`config.mk`:
```
export PLATFORM = sky130hd
export DESIGN_NAME = cbe_branch_unit
export DESIGN_NICKNAME = d
export VERILOG_FILES = /design/src/rtl/cbe_pkg.sv /design/src/rtl/cbe_cond_eval.sv /design/src/rtl/cbe_bit_pick.sv /design/src/rtl/cbe_loop_dec.sv /design/src/rtl/cbe_target.sv /design/src/rtl/cbe_branch_unit.sv
export SDC_FILE = /design/constraint.sdc
export NUM_CORES = 1
export LEC_CHECK = 0
export ABC_AREA = 1
export BUFFER_PORTS_ARGS = -buffer_cell sky130_fd_sc_hd__buf_2
export CAP_MARGIN = 20
export CELL_PAD_IN_SITES_DETAIL_PLACEMENT = 1
export CELL_PAD_IN_SITES_GLOBAL_PLACEMENT = 1
export CORE_MARGIN = 1
export CORE_UTILIZATION = 32
export DETAILED_ROUTE_END_ITERATION = 8
export PLACE_DENSITY_LB_ADDON = 0.08
export SKIP_CTS_REPAIR_TIMING = 1
export SYNTH_ARGS = -nofsm -noshare
export SYNTH_HDL_FRONTEND = slang
export SYNTH_SLANG_ARGS = --single-unit
```
`constraint.sdc`:
```
create_clock -name clk_i -period 0.8 [get_ports clk_i]
set_input_delay 0.16 -clock clk_i [delete_from_list [all_inputs] [get_ports clk_i]]
set_output_delay 0.16 -clock clk_i [all_outputs]
set_load 0.02 [all_outputs]
```
`src/rtl/cbe_pkg.sv`:
```
package cbe_pkg;
  typedef enum logic [4:0] {
    CC_LT   = 5'd0,
    CC_GE   = 5'd1,
    CC_GT   = 5'd2,
    CC_LE   = 5'd3,
    CC_EQ   = 5'd4,
    CC_NE   = 5'd5,
    CC_C    = 5'd6,
    CC_NC   = 5'd7,
    CC_H    = 5'd8,
    CC_NH   = 5'd9,
    CC_V    = 5'd10,
    CC_NV   = 5'd11,
    CC_VT   = 5'd12,
    CC_NVT  = 5'd13,
    CC_ST   = 5'd14,
    CC_NST  = 5'd15,
    CC_BS   = 5'd16,
    CC_BC   = 5'd17,
    CC_DJNZ = 5'd18
  } cond_e;

  typedef struct packed {
    logic n;
    logic z;
    logic c;
    logic v;
    logic vt;
    logic st;
  } flags_t;
endpackage

```
`src/rtl/cbe_cond_eval.sv`:
```
module cbe_cond_eval
  import cbe_pkg::*;
(
  input  logic [4:0] cond_i,
  input  flags_t     flags_i,
  input  logic       bit_val_i,
  input  logic       cnt_nz_i,
  output logic       taken_o,
  output logic       vt_clr_o,
  output logic       is_loop_o
);
  always_comb begin
    taken_o   = 1'b0;
    vt_clr_o  = 1'b0;
    is_loop_o = 1'b0;
    case (cond_i)
      CC_LT:   taken_o = flags_i.n;
      CC_GE:   taken_o = ~flags_i.n;
      CC_GT:   taken_o = ~flags_i.n & ~flags_i.z;
      CC_LE:   taken_o = flags_i.n | flags_i.z;
      CC_EQ:   taken_o = flags_i.z;
      CC_NE:   taken_o = ~flags_i.z;
      CC_C:    taken_o = flags_i.c;
      CC_NC:   taken_o = ~flags_i.c;
      CC_H:    taken_o = flags_i.c & ~flags_i.z;
      CC_NH:   taken_o = ~flags_i.c | flags_i.z;
      CC_V:    taken_o = flags_i.v;
      CC_NV:   taken_o = ~flags_i.v;
      CC_VT: begin
        taken_o  = flags_i.vt;
        vt_clr_o = flags_i.vt;
      end
      CC_NVT:  taken_o = ~flags_i.vt;
      CC_ST:   taken_o = flags_i.st;
      CC_NST:  taken_o = ~flags_i.st;
      CC_BS:   taken_o = bit_val_i;
      CC_BC:   taken_o = ~bit_val_i;
      CC_DJNZ: begin
        taken_o   = cnt_nz_i;
        is_loop_o = 1'b1;
      end
      default: taken_o = 1'b0;
    endcase
  end
endmodule

```
`src/rtl/cbe_bit_pick.sv`:
```
module cbe_bit_pick #(
  parameter int REG_W = 8,
  localparam int SEL_W = (REG_W > 1) ? $clog2(REG_W) : 1
) (
  input  logic [REG_W-1:0] reg_i,
  input  logic [SEL_W-1:0] sel_i,
  output logic             bit_o
);
  always_comb begin
    bit_o = 1'b0;
    for (int i = 0; i < REG_W; i++) begin
      if (sel_i == SEL_W'(i)) bit_o = reg_i[i];
    end
  end
endmodule

```
`src/rtl/cbe_loop_dec.sv`:
```
module cbe_loop_dec #(
  parameter int CNT_W = 8
) (
  input  logic [CNT_W-1:0] cnt_i,
  output logic [CNT_W-1:0] cnt_o,
  output logic             nz_o
);
  assign cnt_o = cnt_i - CNT_W'(1);
  assign nz_o  = |cnt_o;
endmodule

```
`src/rtl/cbe_target.sv`:
```
module cbe_target #(
  parameter int PC_W  = 16,
  parameter int OFS_W = 8,
  localparam int EXT_W = PC_W - OFS_W
) (
  input  logic [PC_W-1:0]  pc_i,
  input  logic [OFS_W-1:0] ofs_i,
  input  logic             take_i,
  output logic [PC_W-1:0]  next_o
);
  logic [PC_W-1:0] ofs_ext;

  generate
    if (EXT_W > 0) begin : g_ext
      assign ofs_ext = {{EXT_W{ofs_i[OFS_W-1]}}, ofs_i};
    end else begin : g_trunc
      assign ofs_ext = ofs_i[PC_W-1:0];
    end
  endgenerate

  assign next_o = take_i ? (pc_i + ofs_ext) : pc_i;
endmodule

```
`src/rtl/cbe_branch_unit.sv`:
```
module cbe_branch_unit
  import cbe_pkg::*;
#(
  parameter int PC_W  = 16,
  parameter int OFS_W = 8,
  parameter int REG_W = 8,
  parameter int CNT_W = 8,
  localparam int SEL_W = (REG_W > 1) ? $clog2(REG_W) : 1
) (
  input  logic             clk_i,
  input  logic             rst_ni,
  input  logic             valid_i,
  input  logic [4:0]       cond_i,
  input  logic             n_i,
  input  logic             z_i,
  input  logic             c_i,
  input  logic             v_i,
  input  logic             vt_i,
  input  logic             st_i,
  input  logic [PC_W-1:0]  pc_i,
  input  logic [OFS_W-1:0] offset_i,
  input  logic [REG_W-1:0] test_reg_i,
  input  logic [SEL_W-1:0] bit_sel_i,
  input  logic [CNT_W-1:0] count_i,
  output logic             done_o,
  output logic             taken_o,
  output logic [PC_W-1:0]  next_pc_o,
  output logic             vt_clr_o,
  output logic [CNT_W-1:0] count_o,
  output logic             count_we_o
);
  flags_t            flags;
  logic              bit_val;
  logic [CNT_W-1:0]  cnt_dec;
  logic              cnt_nz;
  logic              take;
  logic              vt_clr;
  logic              is_loop;
  logic [PC_W-1:0]   target;

  assign flags = '{n: n_i, z: z_i, c: c_i, v: v_i, vt: vt_i, st: st_i};

  cbe_bit_pick #(.REG_W(REG_W)) u_bit (
    .reg_i (test_reg_i),
    .sel_i (bit_sel_i),
    .bit_o (bit_val)
  );

  cbe_loop_dec #(.CNT_W(CNT_W)) u_dec (
    .cnt_i (count_i),
    .cnt_o (cnt_dec),
    .nz_o  (cnt_nz)
  );

  cbe_cond_eval u_eval (
    .cond_i    (cond_i),
    .flags_i   (flags),
    .bit_val_i (bit_val),
    .cnt_nz_i  (cnt_nz),
    .taken_o   (take),
    .vt_clr_o  (vt_clr),
    .is_loop_o (is_loop)
  );

  cbe_target #(.PC_W(PC_W), .OFS_W(OFS_W)) u_tgt (
    .pc_i   (pc_i),
    .ofs_i  (offset_i),
    .take_i (take),
    .next_o (target)
  );

  always_ff @(posedge clk_i or negedge rst_ni) begin
    if (!rst_ni) begin
      done_o     <= 1'b0;
      taken_o    <= 1'b0;
      vt_clr_o   <= 1'b0;
      count_we_o <= 1'b0;
      next_pc_o  <= '0;
      count_o    <= '0;
    end else begin
      done_o     <= valid_i;
      taken_o    <= valid_i & take;
      vt_clr_o   <= valid_i & vt_clr;
      count_we_o <= valid_i & is_loop;
      if (valid_i) next_pc_o <= target;
      if (valid_i && is_loop) count_o <= cnt_dec;
    end
  end
endmodule

```
==> impl_metrics.py, run 1 <==
metrics = {
    "cells_and_area": {
        "layout-drive-gt1-share_pct": 53.16,
        "fin_area_sq_mm": 0.005004,
        "antenna_cells": 0,
        "mostFrequentLayoutCells": "nand2_1, buf_4, buf_2",
        "final_common_cell": "nand2_1",
        "fin_nets": 661,
        "fin_util_pct": 63.44,
        "area.growth.synth_to_final_pct": 88.37,
        "n_fill_cell": 949,
    },
    "cts": {
        "clk-insertion-delay-late_ns": 0.28,
        "cts_buffers": 3,
        "clk_pin_slew_ns": 0.11,
        "cts_tree": "built",
        "cts.sinks": 28,
        "cts_root_buf": "clkbuf_8",
        "ctsLongestPathBuffers": 2,
        "htree_levels": 1,
    },
    "synthesis": {
        "synthesis.nets": 485,
        "avgSynthCellArea_sq_um": 6.479,
        "synth-edff-count": 0,
        "synth_area_leaders": "dfrtp_1, nand2_1, nand3_1, ha_1, inv_1",
        "yosys.area.top_type_share_pct": 26.38,
        "synth_top_area_cell": "dfrtp_1",
        "ys_async_sr_fraction_pct": 100.0,
        "yosysUniqueCellTypes": 32,
        "ys_ff_latch": 28,
        "yosys_warnings": 0,
        "yosys_most_used_dff": "dfrtp_1",
        "postSynthCellCount": 410,
        "yosysSeqAreaShare_pct": 26.38,
        "netlist_area_sq_mm": 0.002656,
    },
    "die": {
        "start_util_pct": 33.68,
        "die_h_microns": 93.11,
        "io_pins": 85,
        "die_w_microns": 93.11,
        "core_area_sq_mm": 0.007888,
        "dieArea_sq_mm": 0.008669,
        "rows": 32,
    },
    "detailed_routing": {
        "drc": 0,
        "wl_mm": 12.02,
        "antenna_left": 0,
        "wire_per_inst_microns": 17.49,
        "dr.pass1.iters": 4,
        "drt_iter0_drc": 125,
        "vias_per_cell": 5.163,
        "num_vias": 3547,
    },
    "timing": {
        "maxSlewHeadroom_pct": 77.93,
        "rsz0062_at_grt": "true",
        "setup_ws_ns": -0.6803,
        "tightest_slew_ns": 0.3298,
        "period_needed_ns": 1.480,
        "final.setup_skew_ns": 0,
        "timing.final.crit_share_pct": 185.0,
        "setup_viol": 53,
        "slew_viol_final": 0,
        "fmax_mhz": 675.5,
        "hold_viol": 0,
    },
    "power_and_ir_drop": {
        "ir_drop_mv": 0.6950,
        "power.leakage_nw": 2.588,
        "p_per_area_mw_per_mm2": 1457,
    },
    "critical_path": {
        "critPathLaunchType": "primary input",
        "critPathRequiredTime_ns": 0.99,
        "cp.arrival_ns": 1.67,
        "path_max_fanout": 9,
        "end_kind": "flop",
        "worstSetupPathType": "in -> reg",
    },
    "worst_hold_path": {
        "hold_path.class": "in -> reg",
    },
    "place": {
        "gp_congestion": 0.9007,
        "hpwl_mm": 7.633,
        "portBuffers": 84,
        "placed_area_sq_mm": 0.004020,
    },
    "global_routing": {
        "grt_max_degree": 29,
        "grt_pass1_wl_mm": 15.55,
        "antenna_found_initial": 0,
        "track_usage_pct": 22.20,
        "grt_pass1_vias": 3377,
        "grt_overflow_total": 0,
    },
    "flow_run": {
        "cap_violations": 0,
    },
    "run_status": {
        "failed_checks": "setup timing",
        "status": "complete, but fails checks",
    },
}
[report_power, final]
group          internal, mW  total, mW  switching, mW
combinational          2.10       4.23           2.13
sequential             1.66       1.88          0.217
clock                 0.671       1.18          0.511
total                  4.43       7.29           2.86
[logic make-up (layout without fill, tap and decap cells)]
group / Yosys count / in the layout / synth area share (%)
and+or+nand+nor: 249 / 249 / 42.82
xor gates and xnor gates: 16 / 16 / 5.275
adders and majority gates: 18 / 18 / 8.761
DFF: 28 / 28 / 26.38
AOI/OAI and AO/OA: 34 / 34 / 6.971
buffers and inverters: 65 / 240 / 9.797
[area by class of cell]
cell class	instances	area (sq um)	area share, %
multi-input cells	317	2291	45.79
repair buffers	179	1541	30.81
flip-flops and latches	28	700.7	14.00
inverters	57	271.5	5.426
well taps	102	127.6	2.551
clock buffers	3	41.29	0.8252
clock inverters	1	30.03	0.6001
[cells in the mapped netlist, types with 2 or more instances]
cell type,count
a21oi_1,17
buf_2,4
clkbuf_1,2
dfrtp_1,28
ha_1,17
inv_1,52
inv_2,4
nand2_1,128
nand2_2,12
nand3_1,48
nand4_1,24
nor2_1,26
nor2_2,3
nor3_1,4
o21ai_0,9
o21bai_1,2
xnor2_1,10
xor2_1,6
[layer usage]
metal | vias to the layer above | global-route usage, % | share of wire [%]
met3 | 16 | 1.545 | 4.3
met4 | 0 | 3.718 | 1.4
met1 | 1739 | 29.68 | 42
met5 | - | 0 | 0
li1 | 1689 | - | -
met2 | 103 | 39.58 | 53
[path summary, 6_finish.rpt]
check                              start            end  slack, ns  cells past startpoint
min                              valid_i         done_o       0.07                      1
max                          offset_i[7]  next_pc_o[15]      -0.68                     11
min reg2reg                next_pc_o[13]  next_pc_o[13]       0.53                      2
max in group asynchronous         rst_ni   next_pc_o[3]       0.28                      3
min in group asynchronous         rst_ni     count_o[7]       0.36                      3
max reg2reg                 next_pc_o[3]   next_pc_o[3]      -0.01                      3
[per-stage QoR]
step           setup slack, ns  power, mW  hold slack, ns  setup TNS, ns  instances
6_report               -0.6803      7.290         0.06827         -16.92        687
2_1_floorplan          -0.6651      3.522         -0.1356         -9.769        410
3_3_place_gp           -0.9863      4.711          0.1227         -20.49        654
3_5_place_dp            -1.038      4.804          0.1385         -21.17        654
4_1_cts                -0.7374      5.977         -0.1725         -18.77        658
5_1_grt                -0.7734      7.673         0.06103         -19.77        687
[worst max-delay path, cell delays in order]
cell	delay, ns
buf_6	0.15
ha_1	0.36
nand2_1	0.08
nor2_1	0.27
nand3_1	0.18
nand3_1	0.13
nand2_1	0.09
nand2_2	0.08
nand2_1	0.06
nand2_1	0.06
nand2_1	0.05
[registers in the layout, indices dropped and copies added (netlist names)]
name and cells:
count_we_o 1, count_o 8, done_o 1, vt_clr_o 1, next_pc_o 16, taken_o 1
Power figures use the tool's default switching activity.
==> run 2: changes to the inputs <==
CORE_ASPECT_RATIO = 0.75   (was default)
==> run 2 against run 1 <==
Against the previous run:
- the run still ends with setup timing left
- global-route usage up 0.25 points
- power down 2.3%
- non-clock buffer count down 4
- sequential cell count unchanged
- cell count down 0.15%
- first-iteration DRC count up 26%
- die area about the same
- core utilization down 1.4 points
- combinational power down 3%
- clock power down 3%
- largest cell class unchanged
==> impl_metrics.py, run 2 (synthesized netlist as in run 1, its figures left out) <==
metrics = {
    "run_status": {
        "status": "complete, but fails checks",
        "failed_checks": "setup timing",
    },
    "critical_path": {
        "worstSetupPathType": "in -> reg",
        "cp.arrival_ns": 1.70,
        "critPathLaunchType": "primary input",
        "path_max_fanout": 8,
        "critPathRequiredTime_ns": 0.98,
        "crit_start": "offset_i[7]",
        "end_kind": "flop",
        "r2r-start": "count_o[4]",
    },
    "cts": {
        "clk_pin_slew_ns": 0.10,
        "cts_buffers": 3,
        "cts.sinks": 28,
        "htree_levels": 1,
        "cts_root_buf": "clkbuf_8",
        "ctsLongestPathBuffers": 2,
        "cts_tree": "built",
        "clk-insertion-delay-late_ns": 0.28,
    },
    "cells_and_area": {
        "fin_util_pct": 62.08,
        "fin_nets": 657,
        "final_common_cell": "nand2_1",
        "mostFrequentLayoutCells": "nand2_1, buf_4, buf_2",
        "reg_top3": "next_pc_o (16), count_o (8)",
        "largest_register": "next_pc_o",
        "n_fill_cell": 980,
        "largest_reg_flops": 16,
        "stdcell_count": 686,
        "area.growth.synth_to_final_pct": 85.87,
        "antenna_cells": 0,
        "layout-drive-gt1-share_pct": 52.67,
    },
    "worst_hold_path": {
        "hold_start": "valid_i",
        "hold_path.class": "in -> reg",
    },
    "timing": {
        "rsz0062_at_grt": "true",
        "timing.final.crit_share_pct": 189.6,
        "fmax_mhz": 659.4,
        "slew_viol_final": 0,
        "final.setup_skew_ns": 0,
        "hold_viol": 0,
        "maxSlewHeadroom_pct": 79.05,
        "setup_viol": 54,
        "period_needed_ns": 1.517,
        "tightest_slew_ns": 0.3118,
        "setup_ws_ns": -0.7166,
    },
    "detailed_routing": {
        "num_vias": 3534,
        "drt_iter0_drc": 158,
        "dr.pass1.iters": 4,
        "vias_per_cell": 5.152,
        "wl_mm": 11.72,
        "wire_per_inst_microns": 17.08,
        "antenna_left": 0,
        "drc": 0,
    },
    "power_and_ir_drop": {
        "p_per_area_mw_per_mm2": 1442,
        "ir_drop_mv": 0.8544,
        "power.leakage_nw": 2.547,
    },
    "flow_run": {
        "cap_violations": 0,
    },
    "die": {
        "start_util_pct": 33.40,
        "die_h_microns": 80.91,
        "rows": 28,
        "dieArea_sq_mm": 0.008673,
        "core_area_sq_mm": 0.007953,
        "io_pins": 85,
        "die_w_microns": 107.2,
    },
    "global_routing": {
        "antenna_found_initial": 0,
        "grt_max_degree": 29,
        "grt_overflow_total": 0,
        "grt_pass1_wl_mm": 15.47,
        "grt_pass1_vias": 3124,
        "track_usage_pct": 22.45,
    },
    "place": {
        "portBuffers": 84,
        "gp_congestion": 0.8775,
        "dp_cells": 660,
        "hpwl_mm": 8.062,
    },
}
run 2: cell type report:
| class | instances | area (sq um) | area share [%] |
|---|---|---|---|
| multi-input cells | 317 | 2303 | 46.65 |
| repair buffers | 175 | 1459 | 29.55 |
| flip-flops and latches | 28 | 700.7 | 14.19 |
| inverters | 57 | 271.5 | 5.499 |
| well taps | 105 | 131.4 | 2.661 |
| clock buffers | 3 | 41.29 | 0.8363 |
| clock inverters | 1 | 30.03 | 0.6082 |
run 2: through the flow:
step	setup TNS, ns	area (sq um)	power (mW)	setup WS [ns]	hold slack (ns)
after CTS	-19.62	4080	5.930	-0.7476	-0.1844
after global placement	-21.10	4009	4.703	-1.005	0.1213
after global routing	-21.04	4937	7.497	-0.8256	0.06933
after floorplan	-9.769	2988	3.522	-0.6651	-0.1356
final	-18.26	4937	7.121	-0.7166	0.07400
after detailed placement	-22.09	4009	4.783	-1.027	0.1222
run 2: layer usage:
layer	track usage, %	vias up	routed length [microns]	share of wire [%]
met5	0	-	0	0
met4	1.233	0	180	1.5
met3	2.327	18	485	4.1
met2	38.13	100	5902	50
met1	32.23	1728	5148	44
li1	-	1688	-	-
run 2: critical path: stages:
cell and delay, ns:
buf_8 0.13, ha_4 0.28, buf_4 0.12, nand2_1 0.06, nor3_1 0.26, o211ai_1 0.20
nand2_1 0.12, nand2_1 0.08, nand2_1 0.09, nand2_2 0.06, nand3_1 0.07, nand2_1 0.05
run 2: where the power goes:
part           internal [mW]  switching [mW]
logic                   2.00            2.12
registers               1.66           0.210
clock network          0.671           0.464
total                   4.33            2.79
run 2: worst paths after layout:
check                           slack [ns]            end  cells after the start
max in group asynchronous             0.24  next_pc_o[15]                      3
worst max register to register       -0.03     count_o[4]                      3
worst min register to register        0.53   next_pc_o[0]                      2
worst max-delay path                 -0.72  next_pc_o[14]                     12
min in group asynchronous             0.40     count_o[0]                      3
worst min-delay path                  0.07         done_o                      1
